### src/rtl/pfb_pkg.sv
package pfb_pkg;

   // fetch engine states
   typedef enum logic [1:0] {
      FE_IDLE,
      FE_ADDR,
      FE_DATA
   } fe_state_e;

   // command code of the multiple-line read
   localparam logic [3:0] CMD_RD_MULTI = 4'hC;

endpackage

### src/rtl/pfb_line_buf.sv
module pfb_line_buf #(
   parameter int DATA_W = 32,
   parameter int WORDS  = 8,
   parameter int TAG_W  = 27,
   localparam int WSEL_W = $clog2(WORDS)
) (
   input  logic              clk,
   input  logic              rst_n,
   input  logic              clr,
   input  logic              fill_start,
   input  logic [TAG_W-1:0]  fill_tag,
   input  logic              wr_en,
   input  logic [WSEL_W-1:0] wr_idx,
   input  logic [DATA_W-1:0] wr_data,
   input  logic              fill_done,
   input  logic [WSEL_W-1:0] rd_idx,
   output logic [DATA_W-1:0] rd_data,
   output logic              valid,
   output logic [TAG_W-1:0]  tag
);

   logic [DATA_W-1:0] word_q [WORDS];
   logic              valid_q;
   logic [TAG_W-1:0]  tag_q;

   // storage carries no reset: valid guards every read
   always_ff @(posedge clk) begin
      if (wr_en) word_q[wr_idx] <= wr_data;
   end

   always_ff @(posedge clk or negedge rst_n) begin
      if (!rst_n) begin
         valid_q <= 1'b0;
         tag_q   <= '0;
      end else begin
         if (fill_start) tag_q <= fill_tag;
         if (clr || fill_start) valid_q <= 1'b0;
         else if (fill_done)    valid_q <= 1'b1;
      end
   end

   assign rd_data = word_q[rd_idx];
   assign valid   = valid_q;
   assign tag     = tag_q;

endmodule

### src/rtl/pfb_fetch.sv
module pfb_fetch
   import pfb_pkg::*;
#(
   parameter int ADDR_W = 32,
   parameter int DATA_W = 32,
   parameter int WORDS  = 8,
   parameter int OFF_W  = 5,
   localparam int TAG_W  = ADDR_W - OFF_W,
   localparam int WSEL_W = $clog2(WORDS)
) (
   input  logic              clk,
   input  logic              rst_n,
   input  logic              start,
   input  logic [TAG_W-1:0]  start_tag,
   input  logic              start_buf,
   input  logic              kill,
   output logic              busy,
   output logic              mem_req,
   output logic [ADDR_W-1:0] mem_addr,
   input  logic              mem_gnt,
   input  logic              mem_rvalid,
   input  logic [DATA_W-1:0] mem_rdata,
   output logic              wr_en,
   output logic [WSEL_W-1:0] wr_idx,
   output logic [DATA_W-1:0] wr_data,
   output logic              wr_buf,
   output logic              done_ok
);

   fe_state_e         st_q;
   logic [TAG_W-1:0]  tag_q;
   logic              buf_q;
   logic [WSEL_W-1:0] cnt_q;
   logic              kill_q;
   logic              beat;
   logic              last;

   assign busy     = (st_q != FE_IDLE);
   assign mem_req  = (st_q == FE_ADDR);
   assign mem_addr = {tag_q, {OFF_W{1'b0}}};
   assign beat     = (st_q == FE_DATA) && mem_rvalid;
   assign last     = beat && (cnt_q == WSEL_W'(WORDS - 1));
   assign wr_en    = beat && !kill_q;
   assign wr_idx   = cnt_q;
   assign wr_data  = mem_rdata;
   assign wr_buf   = buf_q;
   assign done_ok  = last && !kill_q && !kill;

   always_ff @(posedge clk or negedge rst_n) begin
      if (!rst_n) begin
         st_q   <= FE_IDLE;
         tag_q  <= '0;
         buf_q  <= 1'b0;
         cnt_q  <= '0;
         kill_q <= 1'b0;
      end else begin
         unique case (st_q)
            FE_IDLE: begin
               if (start) begin
                  st_q   <= FE_ADDR;
                  tag_q  <= start_tag;
                  buf_q  <= start_buf;
                  kill_q <= 1'b0;
               end
            end
            FE_ADDR: begin
               if (kill) kill_q <= 1'b1;
               if (mem_gnt) begin
                  st_q  <= FE_DATA;
                  cnt_q <= '0;
               end
            end
            FE_DATA: begin
               if (kill) kill_q <= 1'b1;
               if (beat) cnt_q <= cnt_q + 1'b1;
               if (last) st_q <= FE_IDLE;
            end
            default: st_q <= FE_IDLE;
         endcase
      end
   end

endmodule

### src/rtl/pci_rd_prefetch.sv
module pci_rd_prefetch
   import pfb_pkg::*;
#(
   parameter int          ADDR_W     = 32,
   parameter int          DATA_W     = 32,
   parameter int          LINE_BYTES = 32,
   parameter bit          SPEC_EN    = 1'b1,
   parameter logic [3:0]  MULTI_CMD  = CMD_RD_MULTI,
   localparam int BYTES_W = DATA_W / 8,
   localparam int WORDS   = LINE_BYTES / BYTES_W,
   localparam int OFF_W   = $clog2(LINE_BYTES),
   localparam int BSEL_W  = $clog2(BYTES_W),
   localparam int WSEL_W  = $clog2(WORDS),
   localparam int TAG_W   = ADDR_W - OFF_W
) (
   input  logic              clk,
   input  logic              rst_n,
   input  logic              req_valid,
   input  logic [ADDR_W-1:0] req_addr,
   input  logic [3:0]        req_cmd,
   input  logic              req_pf_win,
   input  logic              req_pf_force,
   input  logic              frame_active,
   input  logic              mst_flush,
   input  logic              wr_post,
   output logic              rd_valid,
   output logic [DATA_W-1:0] rd_data,
   output logic              stall,
   output logic              mem_req,
   output logic [ADDR_W-1:0] mem_addr,
   input  logic              mem_gnt,
   input  logic              mem_rvalid,
   input  logic [DATA_W-1:0] mem_rdata
);

   // elaboration checks on the parameter set
   if ((DATA_W % 8) != 0 || DATA_W < 16) begin : g_bad_data_w
      $error("DATA_W must be a multiple of 8, at least 16");
   end
   if ((LINE_BYTES & (LINE_BYTES - 1)) != 0 || WORDS < 2) begin : g_bad_line
      $error("LINE_BYTES must be a power of two holding two or more words");
   end
   if (ADDR_W <= OFF_W) begin : g_bad_addr_w
      $error("ADDR_W must exceed the line offset width");
   end

   // request decode
   logic [TAG_W-1:0]  req_line;
   logic [TAG_W-1:0]  next_line;
   logic [WSEL_W-1:0] req_word;
   logic              unused_lsb;

   assign req_line   = req_addr[ADDR_W-1:OFF_W];
   assign next_line  = req_line + 1'b1;
   assign req_word   = req_addr[OFF_W-1:BSEL_W];
   assign unused_lsb = ^req_addr[BSEL_W-1:0];

   // buffer state
   logic              cur_q;
   logic              oth;
   logic [1:0]        bv;
   logic [TAG_W-1:0]  btag  [2];
   logic [DATA_W-1:0] bdata [2];
   logic [1:0]        hit_b;
   logic [1:0]        b_clr, b_start, b_wr, b_done;

   // fetch engine side
   logic              f_start, f_busy, f_buf, f_wr, f_done;
   logic [TAG_W-1:0]  f_tag;
   logic [WSEL_W-1:0] f_idx;
   logic [DATA_W-1:0] f_data;

   // control
   logic active, inval, hit_cur, hit_oth, swap;
   logic want_pf, oth_has_next, dem_go, spec_go;

   assign oth    = ~cur_q;
   assign active = req_valid && frame_active;
   assign inval  = !frame_active || mst_flush || wr_post;

   assign hit_cur  = active && hit_b[cur_q];
   assign hit_oth  = active && hit_b[oth] && !hit_b[cur_q];
   assign swap     = hit_oth;
   assign rd_valid = hit_cur || hit_oth;
   assign stall    = active && !rd_valid;
   assign rd_data  = bdata[hit_oth ? oth : cur_q];

   assign want_pf      = req_pf_win && ((req_cmd == MULTI_CMD) || req_pf_force);
   assign oth_has_next = bv[oth] && (btag[oth] == next_line);
   assign dem_go       = stall && !f_busy && !inval;

   if (SPEC_EN) begin : g_spec
      assign spec_go = hit_cur && want_pf && !f_busy && !inval && !oth_has_next;
   end else begin : g_nospec
      assign spec_go = 1'b0;
   end

   assign f_start = dem_go || spec_go;
   assign f_tag   = dem_go ? req_line : next_line;

   logic start_buf;
   assign start_buf = dem_go ? cur_q : oth;

   always_ff @(posedge clk or negedge rst_n) begin
      if (!rst_n) cur_q <= 1'b0;
      else if (swap) cur_q <= oth;
   end

   for (genvar i = 0; i < 2; i++) begin : g_buf
      assign hit_b[i]   = bv[i] && (btag[i] == req_line);
      assign b_clr[i]   = inval || (swap && (cur_q == 1'(i)));
      assign b_start[i] = f_start && (start_buf == 1'(i));
      assign b_wr[i]    = f_wr && (f_buf == 1'(i));
      assign b_done[i]  = f_done && (f_buf == 1'(i)) && !inval;

      pfb_line_buf #(
         .DATA_W (DATA_W),
         .WORDS  (WORDS),
         .TAG_W  (TAG_W)
      ) u_line (
         .clk        (clk),
         .rst_n      (rst_n),
         .clr        (b_clr[i]),
         .fill_start (b_start[i]),
         .fill_tag   (f_tag),
         .wr_en      (b_wr[i]),
         .wr_idx     (f_idx),
         .wr_data    (f_data),
         .fill_done  (b_done[i]),
         .rd_idx     (req_word),
         .rd_data    (bdata[i]),
         .valid      (bv[i]),
         .tag        (btag[i])
      );
   end

   pfb_fetch #(
      .ADDR_W (ADDR_W),
      .DATA_W (DATA_W),
      .WORDS  (WORDS),
      .OFF_W  (OFF_W)
   ) u_fetch (
      .clk        (clk),
      .rst_n      (rst_n),
      .start      (f_start),
      .start_tag  (f_tag),
      .start_buf  (start_buf),
      .kill       (inval),
      .busy       (f_busy),
      .mem_req    (mem_req),
      .mem_addr   (mem_addr),
      .mem_gnt    (mem_gnt),
      .mem_rvalid (mem_rvalid),
      .mem_rdata  (mem_rdata),
      .wr_en      (f_wr),
      .wr_idx     (f_idx),
      .wr_data    (f_data),
      .wr_buf     (f_buf),
      .done_ok    (f_done)
   );

endmodule

### config.mk
export PLATFORM = sky130hd
export DESIGN_NAME = pci_rd_prefetch
export DESIGN_NICKNAME = d
export VERILOG_FILES = /design/src/rtl/pfb_pkg.sv /design/src/rtl/pfb_line_buf.sv /design/src/rtl/pfb_fetch.sv /design/src/rtl/pci_rd_prefetch.sv
export SDC_FILE = /design/constraint.sdc
export NUM_CORES = 1
export LEC_CHECK = 0
export BUFFER_PORTS_ARGS = -buffer_cell sky130_fd_sc_hd__buf_4
export CELL_PAD_IN_SITES_DETAIL_PLACEMENT = 1
export CELL_PAD_IN_SITES_GLOBAL_PLACEMENT = 1
export CORE_MARGIN = 10
export CORE_UTILIZATION = 35
export DETAILED_ROUTE_END_ITERATION = 7
export PLACE_DENSITY = 0.58
export SLEW_MARGIN = 20
export SYNTH_ARGS = -nofsm -noshare
export SYNTH_HDL_FRONTEND = slang
export SYNTH_HIERARCHICAL = 1
export SYNTH_SLANG_ARGS = --single-unit
### constraint.sdc
create_clock -name clk -period 6.85 [get_ports clk]
set_input_delay 0.3425 -clock clk [delete_from_list [all_inputs] [get_ports clk]]
set_output_delay 0.3425 -clock clk [all_outputs]
set_load 0.03 [all_outputs]
==> flow_metrics.py, run 1 <==
metrics = {
    "outcome": {
        "outcome": "finished, final reports clean",
    },
    "timing": {
        "fin_worst_skew_ps": 27.76,
        "setup_tns_ps": 0,
        "worstMarginPinSlew_ps": 1095,
        "hold_slack_ps": 40.66,
        "worst_slack_ps": 1695,
        "hold_viol": 0,
        "rsz0062_at_grt": "false",
        "clock.fmax_mhz": 194.0,
        "slew_viol_final": 0,
        "fin_crit_ps": 5155,
        "maxSlewHeadroom": 0.2699,
        "finalCritPeriodShare": 0.7526,
        "setup_viol": 0,
    },
    "yosys": {
        "synth_xor_area_frac": 0.03922,
        "synth_top_cell_by_area": "edfxtp_1",
        "yosys-top-cells-area": "edfxtp_1 (58%), dfrtp_1 (8.6%), mux4_1 (7.9%)",
        "yosys.area_share.simple": 0.04355,
        "synthFlopType": "edfxtp_1",
        "async_flop_share": 0.1509,
        "synth_area_per_cell_um2": 18.49,
        "synth-seq-cells": 603,
        "ys_warn_count": 6,
        "ys_seq_area_frac": 0.6642,
        "synth.area.mux_share": 0.2055,
        "synthAdderAreaFrac": 0.004708,
        "yosysTopAreaCellShare": 0.5785,
        "synthCells": 1437,
        "synth_edf_count": 512,
        "netlist_area_um2": 26580,
        "synth_top_family_by_area": "multiplexers",
        "synth_cell_type_count": 65,
        "synth_compound_area_frac": 0.01149,
    },
    "drt": {
        "routed_wl_um": 65810,
        "drt-pass1-iter-count": 5,
        "drc_errors": 0,
        "via_per_inst": 5.254,
        "via_count": 13555,
        "post_drt_wl_per_cell_um": 25.51,
        "drt-initial-drc-count": 772,
        "ant_nets": 0,
    },
    "global_route": {
        "gr-usage-all-layers": 0.1499,
        "grt.busiest_layer": "met2",
        "grt_pass1_vias": 14605,
        "antenna_found_initial": 3,
        "grt_use_met3": 0.02715,
        "met1_usage": 0.1910,
        "grt_max_degree": 129,
        "met2_usage": 0.2583,
        "grt_overflow_total": 0,
        "grt_pass1_wl_um": 97240,
    },
    "cells_and_area": {
        "layout_commonest_cell": "edfxtp_1",
        "final_util": 0.4071,
        "drive_gt1_frac": 0.3221,
        "fill_cells": 7286,
        "finalNetCount": 1645,
        "area_growth_pct": 14.60,
        "final_cell_mix": "edfxtp_1 (512), mux2_2 (181), buf_4 (163), dfrtp_1 (91), mux4_1 (80)",
        "final_cell_area_um2": 30460,
    },
    "die": {
        "io_pins": 145,
        "die_area_um2": 87350,
        "die-height_um": 295.6,
        "start_util": 0.3552,
        "die_width_um": 295.6,
        "fp.coreArea_um2": 74820,
        "num_rows": 100,
    },
    "critical_path": {
        "critPathLaunchType": "register",
        "crit_fanout": 18,
        "end_kind": "output pin",
        "slowest_delay_ps": 660,
        "rr_startpoint": "cur_q",
        "reg2reg_slack_ps": 2620,
        "crit_path_cell_trace": "xor2_1 > nor4_1 > nand3_1 > or4_1 > and2_1 > nor4_1 > ha_2 > buf_4 > mux2_2 > buf_4",
        "cp_top_family": "simple AND/OR/NAND/NOR gates",
        "arrival_ps": 4810,
        "crit_buf_inv": 2,
        "cp_slowest_cell": "ha_2",
        "cp.required_ps": 6510,
        "crit_type": "reg -> out",
        "cp-startpoint": "g_buf[0].u_line/tag[22]",
    },
    "clocking": {
        "cts.clk_slew.worst_paths_ps": 60,
        "cts.sinks": 603,
        "clock_path_buffers": 3,
        "cts_tree": "done",
        "htree_levels": 3,
        "clk_latency_ps": 600,
        "cts_setup_buffers": 0,
        "cts_root_buf": "clkbuf_16",
        "cts_buffers": 67,
    },
    "power_and_ir_drop": {
        "vdd_drop_max_v": 0.0001727,
        "leakage_nw": 10.67,
        "p_per_area_nw_per_um2": 286.2,
    },
    "placed_design": {
        "place_ws_ps": 2017,
        "postPlaceCellArea_um2": 28390,
        "io_buffers": 137,
        "dp_hpwl_um": 37600,
        "gp_congestion": 0.8089,
    },
    "flow_run": {
        "cap_violations": 0,
    },
    "min_path": {
        "min_from": "mem_rdata[10]",
        "hp-class": "in -> reg",
    },
}
[stage by stage]
stage,instances,power [mW]
detailed placement,2455,5.471
finish,2580,8.717
global route,2579,9.093
floorplan,1441,5.073
CTS,2577,8.852
global placement,2455,5.440
[cell families after synthesis]
logic type,after synthesis
other,1
xor gates and xnor gates,119
DFF,603
muxes,333
buffers and inverters,130
AOI/OAI and AO/OA,41
adders and majority gates,10
and+or+nand+nor,200
[cells in the mapped netlist (18+ instances only)]
library cell  instances
edfxtp_1            512
nor4_1               21
mux2_2              181
nand3_1              22
xnor2_1              67
mux2i_1              24
mux4_1               80
buf_6                18
nor2_1               29
buf_2                29
nand2_1              32
xor2_1               52
buf_4                45
mux4_2               48
clkbuf_1             22
dfrtp_1              91
nand4_1              22
[area by class of cell]
cell class	count	area, um2	area share
flip-flops and latches	603	17650	0.5796
clock inverters	32	198.9	0.006532
clock buffers	88	1828	0.06002
repair buffers	167	1275	0.04186
multi-input cells	708	8245	0.2707
well taps	969	1212	0.03981
diodes	3	7.507	0.0002465
inverters	10	37.54	0.001232
[metal layers]
metal	part of all wire	vias to the layer above	wire length (um)
li1	-	5964	-
met1	0.44	7265	28810
met2	0.51	249	33260
met3	0.041	75	2691
met4	0.016	2	1031
met5	0.00017	-	11
[where the power goes]
group | internal, mW | leakage, nW | switching [mW]
logic | 0.471 | 3.88 | 0.614
clock network | 1.89 | 0.985 | 1.45
registers | 4.15 | 5.81 | 0.142
total | 6.51 | 10.7 | 2.20
[repair_timing]
action	CTS	global route
resized for setup	0	0
endpoints found under the hold margin	49	0
hold buffers	2	0
[path summary, 6_finish.rpt]
path / end / depth (start not counted)
max in group asynchronous: g_buf[1].u_line/tag[9] / 3
setup reg to reg: u_fetch/tag_q[12] / 11
hold reg to reg: u_fetch/tag_q[5] / 1
hold / removal: g_buf[1].u_line/word_q[6][10] / 1
min in group asynchronous: u_fetch/tag_q[24] / 2
setup / recovery: rd_data[0] / 10
[registers in the layout, summed over array words and instances, names as in the netlist]
register / cells
cur_q: 1
g_buf.u_line/tag: 54
g_buf.u_line/valid: 2
g_buf.u_line/word_q: 512
u_fetch/kill_q: 1
u_fetch/st_q: 2
u_fetch/tag_q: 27
u_fetch/wr_buf: 1
u_fetch/wr_idx: 3
[worst register-to-register path: cells and delay by family, from the launching register on]
family / cells / cell delay, ps
and+or+nand+nor: 3 / 1320
AOI/OAI and AO/OA: 2 / 640
muxes: 2 / 660
xor gates and xnor gates: 2 / 380
buffers and inverters: 2 / 800
DFF: 1 / 330
(Power assumes the default switching activity.)
==> run 2, diff against run 1 <==
==> constraint.sdc (replaced) <==
create_clock -name clk -period 5.2 [get_ports clk]
set_input_delay 0.26 -clock clk [delete_from_list [all_inputs] [get_ports clk]]
set_output_delay 0.26 -clock clk [all_outputs]
set_load 0.03 [all_outputs]
==> run 2 against run 1 <==
- largest power group unchanged
- final cell count rose by 1.4%
- wire length increased by 0.96%
- worst hold slack better by 31 ps
- sequential share of layout area decreased by 1.0 points
- clock skew is 3.6 ps lower
- sequential power increased by 32%
- combinational power grew 36%
- utilization grew 0.72 points
- register-to-register slack got worse by 1700 ps
==> flow_metrics.py, run 2 (synthesis results as in run 1) <==
metrics = {
    "timing": {
        "fin_crit_ps": 4683,
        "hold_slack_ps": 72.06,
        "setup_viol": 0,
        "rsz0062_at_grt": "false",
        "worstMarginPinSlew_ps": 1114,
        "fin_worst_skew_ps": 24.16,
        "clock.fmax_mhz": 213.5,
        "maxSlewHeadroom": 0.2576,
        "hold_viol": 0,
        "setup_tns_ps": 0,
        "finalCritPeriodShare": 0.9006,
        "slew_viol_final": 0,
    },
    "placed_design": {
        "gp_congestion": 0.8069,
        "dp_hpwl_um": 41790,
        "io_buffers": 137,
    },
    "global_route": {
        "grt_pass1_vias": 15140,
        "gr-usage-all-layers": 0.1519,
        "antenna_found_initial": 1,
        "grt_pass1_wl_um": 99150,
        "grt_max_degree": 72,
        "grt_overflow_total": 0,
    },
    "clocking": {
        "cts_root_buf": "clkbuf_16",
        "cts_setup_buffers": 0,
        "cts.clk_slew.worst_paths_ps": 60,
        "cts_tree": "done",
        "ctsHoldBuffers": 33,
        "cts.repair.resized": 0,
        "cts_buffers": 68,
        "cts.sinks": 603,
        "clock_path_buffers": 3,
        "htree_levels": 3,
        "clk_latency_ps": 640,
    },
    "cells_and_area": {
        "regArea_um2": 17650,
        "multi_input_area_um2": 8235,
        "regMostFlops": "g_buf.u_line/word_q",
        "fill_cells": 7210,
        "finalNetCount": 1685,
        "diodes": 0,
        "largest_reg_flops": 512,
        "layout_commonest_cell": "edfxtp_1",
        "final_cell_mix": "edfxtp_1 (512), mux2_2 (181), buf_4 (170), dfrtp_1 (91), mux4_1 (80)",
        "area_growth_pct": 16.64,
        "drive_gt1_frac": 0.3218,
    },
    "power_and_ir_drop": {
        "sequentialPowerShare": 0.479,
        "vdd_drop_max_v": 0.0002708,
        "internal_power_mw": 8.770,
        "clockPowerShare": 0.397,
        "p_comb_frac": 0.124,
        "swShare": 0.2584,
        "p_per_area_nw_per_um2": 381.5,
        "leakage_nw": 10.92,
        "switchingPower_mw": 3.056,
    },
    "outcome": {
        "outcome": "finished, final reports clean",
    },
    "critical_path": {
        "crit_path_cell_trace": "xor2_1 > nor4_1 > nand3_1 > or4_1 > and2_1 > nor4_1 > ha_2 > buf_4 > mux2_2 > buf_4",
        "cp_slowest_cell": "or4_1",
        "cp.required_ps": 4940,
        "critPathLaunchType": "register",
        "arrival_ps": 4420,
        "slowest_delay_ps": 640,
        "end_kind": "output pin",
        "crit_type": "reg -> out",
        "crit_fanout": 16,
    },
    "die": {
        "num_rows": 100,
        "start_util": 0.3552,
        "die_width_um": 295.6,
        "io_pins": 145,
        "fp.coreArea_um2": 74820,
        "die-height_um": 295.6,
        "die_area_um2": 87350,
    },
    "drt": {
        "drt-pass1-iter-count": 5,
        "ant_nets": 0,
        "via_per_inst": 5.234,
        "via_count": 13693,
        "drc_errors": 0,
        "drt-initial-drc-count": 807,
        "routed_wl_um": 66440,
        "post_drt_wl_per_cell_um": 25.40,
    },
    "min_path": {
        "hp-class": "in -> reg",
    },
    "flow_run": {
        "cap_violations": 0,
    },
}
run 2: cell types whose count changed in the layout (fill, tap and decap cells not counted), sizes merged:
| cell | before | now |
|---|---|---|
| dlygate4sd3 | 2 | 33 |
| clkinv | 26 | 27 |
| clkbuf | 88 | 85 |
| bufinv | 0 | 3 |
| buf | 165 | 173 |
| diode | 3 | 0 |
| inv | 13 | 12 |
run 2: power by group through the flow:
stage          logic, mW  clock network, mW  registers, mW
3_5_place_dp        1.46                  0           5.76
3_3_place_gp        1.44                  0           5.75
6_report            1.47               4.70           5.66
4_1_cts             1.49               4.84           5.67
2_1_floorplan      0.807                  0           5.88
5_1_grt             1.59               5.05           5.69
run 2: path summary, 6_finish.rpt:
check,startpoint,to,slack [ps],depth (start not counted)
max in group asynchronous,rst_n,cur_q,3910,3
hold / removal,mem_rvalid,u_fetch/wr_idx[1],70,3
hold reg to reg,u_fetch/tag_q[4],u_fetch/tag_q[4],510,1
setup reg to reg,cur_q,u_fetch/tag_q[15],940,11
setup / recovery,g_buf[0].u_line/tag[25],rd_data[1],520,10
min in group asynchronous,rst_n,u_fetch/tag_q[25],200,2
run 2: layout make-up:
cell class                 count  area share
clock inverter                35     0.01284
sequential                   603      0.5694
inverter                      10    0.001211
tap                          969     0.03911
timing repair buffer         206     0.05348
clock buffer                  85     0.05824
multi-input combinational    708      0.2657
run 2: routing by layer:
| layer | wire length, um | share of wire | track usage |
|---|---|---|---|
| met1 | 29540 | 0.44 | 0.2006 |
| met4 | 1106 | 0.017 | 0.03950 |
| met3 | 3089 | 0.046 | 0.02790 |
| met5 | 13 | 0.00020 | 0 |
| met2 | 32690 | 0.49 | 0.2550 |
run 2: worst max-delay path: cells and delay by family (launching register included):
kind	cells	cell delay (ps)
buffers and inverters	2	560
multiplexers	1	430
flip-flops	1	410
adder cells (fa/ha/maj)	1	480
AND/OR/NAND/NOR	5	1720
XOR/XNOR	1	180
run 2: per-stage QoR:
step	worst slack (ps)	total power, mW	instances	utilization	area [um2]
floorplan	1345	6.683	1441	-	26590
global placement	1050	7.182	2463	0.3804	28460
detailed placement	991.5	7.224	2463	0.3804	28460
CTS	415.7	12.00	2616	0.4143	31000
global route	275.2	12.33	2616	0.4143	31000
finish	517.1	11.83	2616	0.4143	31000
==> run 3, diff against run 2 <==
--- a/config.mk
+++ b/config.mk
@@ -5,13 +5,16 @@
 export SDC_FILE = /design/constraint.sdc
 export NUM_CORES = 1
 export LEC_CHECK = 0
+export ABC_AREA = 1
 export BUFFER_PORTS_ARGS = -buffer_cell sky130_fd_sc_hd__buf_4
 export CELL_PAD_IN_SITES_DETAIL_PLACEMENT = 1
 export CELL_PAD_IN_SITES_GLOBAL_PLACEMENT = 1
 export CORE_MARGIN = 10
 export CORE_UTILIZATION = 35
+export CTS_BUF_LIST = sky130_fd_sc_hd__clkbuf_4
 export DETAILED_ROUTE_END_ITERATION = 7
-export PLACE_DENSITY = 0.58
+export MAX_ROUTING_LAYER = met4
+export PLACE_DENSITY = 0.64
 export SLEW_MARGIN = 20
 export SYNTH_ARGS = -nofsm -noshare
 export SYNTH_HDL_FRONTEND = slang
==> run 3 against run 2 <==
- wire length is 41% higher
- global-route usage increased by 4.4 points
- flip-flop and latch count did not move
- utilization shrank 0.33 points
- maximum frequency shrank 0.37%
- critical path depth is 2 higher
- via count rose by 73%
- critical path type unchanged
==> flow_metrics.py, run 3 <==
metrics = {
    "timing": {
        "fin_crit_ps": 4701,
        "clock.fmax_mhz": 212.7,
        "finalCritPeriodShare": 0.9040,
        "hold_viol": 0,
        "setup_tns_ps": 0,
        "worstMarginPinSlew_ps": 1134,
        "setup_viol": 0,
        "fin_worst_skew_ps": 81.10,
        "rsz0062_at_grt": "false",
        "slew_viol_final": 0,
        "maxSlewHeadroom": 0.2442,
    },
    "drt": {
        "post_drt_wl_per_cell_um": 18.54,
        "routed_wl_um": 93730,
        "via_count": 23638,
        "drt-pass1-iter-count": 5,
        "drc_errors": 0,
        "drt-initial-drc-count": 1179,
        "ant_nets": 0,
        "via_per_inst": 4.676,
    },
    "outcome": {
        "outcome": "finished, final reports clean",
    },
    "clocking": {
        "cts.clk_slew.worst_paths_ps": 70,
        "cts_tree": "done",
        "cts_root_buf": "clkbuf_4",
        "clk_latency_ps": 1040,
        "cts.sinks": 603,
        "htree_levels": 4,
        "clock_path_buffers": 3,
        "cts_buffers": 166,
        "cts_setup_buffers": 0,
    },
    "critical_path": {
        "cp.required_ps": 4940,
        "crit_fanout": 33,
        "arrival_ps": 4440,
        "rr_startpoint": "u_fetch/st_q[1]",
        "critPathLaunchType": "register",
        "cp-startpoint": "g_buf[0].u_line/tag[21]",
        "end_kind": "output pin",
        "worstRegToRegCells": 14,
        "crit_type": "reg -> out",
    },
    "cells_and_area": {
        "regMostFlops": "g_buf.u_line/word_q",
        "area_growth_pct": 16.46,
        "largest_reg_flops": 512,
        "final_util": 0.4110,
        "layout_commonest_cell": "nand2_1",
        "final_cell_area_um2": 35050,
        "drive_gt1_frac": 0.1328,
        "finalNetCount": 3876,
        "final_cell_mix": "nand2_1 (1443), inv_1 (620), edfxtp_1 (512), nand3_1 (353), clkbuf_4 (254)",
    },
    "placed_design": {
        "dp_hpwl_um": 56960,
        "gp_congestion": 0.9316,
        "io_buffers": 137,
        "postPlaceCellArea_um2": 31900,
    },
    "yosys": {
        "netlist_area_um2": 30090,
        "synth_top_cell_by_area": "edfxtp_1",
        "synth_area_per_cell_um2": 8.530,
        "async_flop_share": 0.1509,
        "yosys-top-cells-area": "edfxtp_1 (51%), nand2_1 (18%), inv_1 (7.8%)",
        "synth_cell_type_count": 43,
        "ys_seq_area_frac": 0.5866,
        "synthFlopType": "edfxtp_1",
        "ys_warn_count": 6,
        "synth_common_cells": "nand2_1 (1443), inv_1 (623), edfxtp_1 (512)",
        "synth_edf_count": 512,
        "yosysMostFrequentCell": "nand2_1",
        "yosysTopAreaCellShare": 0.5109,
        "synthCells": 3528,
        "synth-seq-cells": 603,
    },
    "global_route": {
        "antenna_found_initial": 4,
        "grt_max_degree": 110,
        "grt_pass1_wl_um": 144200,
        "grt_pass1_vias": 24456,
        "grt_overflow_total": 0,
        "gr-usage-all-layers": 0.1964,
    },
    "die": {
        "fp.coreArea_um2": 85280,
        "die_width_um": 313.2,
        "io_pins": 145,
        "start_util": 0.3529,
        "die-height_um": 313.2,
        "num_rows": 107,
        "die_area_um2": 98110,
    },
    "min_path": {
        "min_from": "mem_rdata[6]",
        "hold-path-cell-count": 2,
        "hp-class": "in -> reg",
    },
    "flow_run": {
        "cap_violations": 0,
    },
    "power_and_ir_drop": {
        "vdd_drop_max_v": 0.0002488,
        "p_per_area_nw_per_um2": 346.8,
        "power_mw": 12.15,
        "leakage_nw": 16.87,
    },
}
-- run 3: metrics by stage --
stage / cells / setup slack [ps] / hold WS (ps)
CTS: 5051 / 348.4 / 0.4441
global placement: 4669 / 1447 / 306.1
global route: 5055 / 103.1 / 46.38
floorplan: 3532 / 2110 / -35.59
detailed placement: 4669 / 1364 / 305.1
finish: 5055 / 499.4 / 104.9
-- run 3: timing repair --
item	4_1_cts	5_1_grt
gates resized for setup	0	0
hold buffers	94	0
hold endpoints to repair	692	0
-- run 3: power by group --
group	internal (mW)	total [mW]	leakage [nW]	switching [mW]
logic	0.681	2.08	9.77	1.40
registers	5.47	5.64	5.81	0.177
clock network	2.37	4.43	1.29	2.06
-- run 3: per-layer routing --
layer | track usage | wire length [um]
met1 | 0.2451 | 42800
met2 | 0.3197 | 44820
met3 | 0.03922 | 4210
met4 | 0.05943 | 1905
met5 | - | 0
-- run 3: final cells by class --
class                      count  area, um2
fill                       10227      50230
sequential                   603      17650
multi-input combinational   2110       9084
inverter                     637       2399
timing repair buffer         270       2318
clock buffer                 254       1907
tap                         1144       1431
clock inverter                34      247.7
antenna                        3      7.507
-- run 3: kinds of logic after synthesis --
group,count (synthesis),synth area share
other cells,1,0.0001246
xor+xnor,19,0.005530
fa+ha+maj,10,0.004158
simple gates,2007,0.2749
buf+inv,819,0.1164
compound gates,69,0.01235
flops,603,0.5866
-- run 3: final timing paths --
path / to / slack, ps
min reg2reg: u_fetch/tag_q[9] / 470
max: rd_data[27] / 500
min in group asynchronous: u_fetch/tag_q[10] / 310
min: g_buf[1].u_line/word_q[4][6] / 100
max reg2reg: u_fetch/st_q[1] / 980
max in group asynchronous: u_fetch/wr_idx[2] / 4190
-- run 3: worst max-delay path: stages (launching register included) --
cell     delay, ps
dfrtp_1        410
xnor2_1        360
nor3b_1        230
nand4_1        140
nor2_1         220
nor2_1          60
nor2_1         130
o21a_1         200
ha_2           300
inv_2          760
nand2_1        190
nand2_1        190
buf_4          190
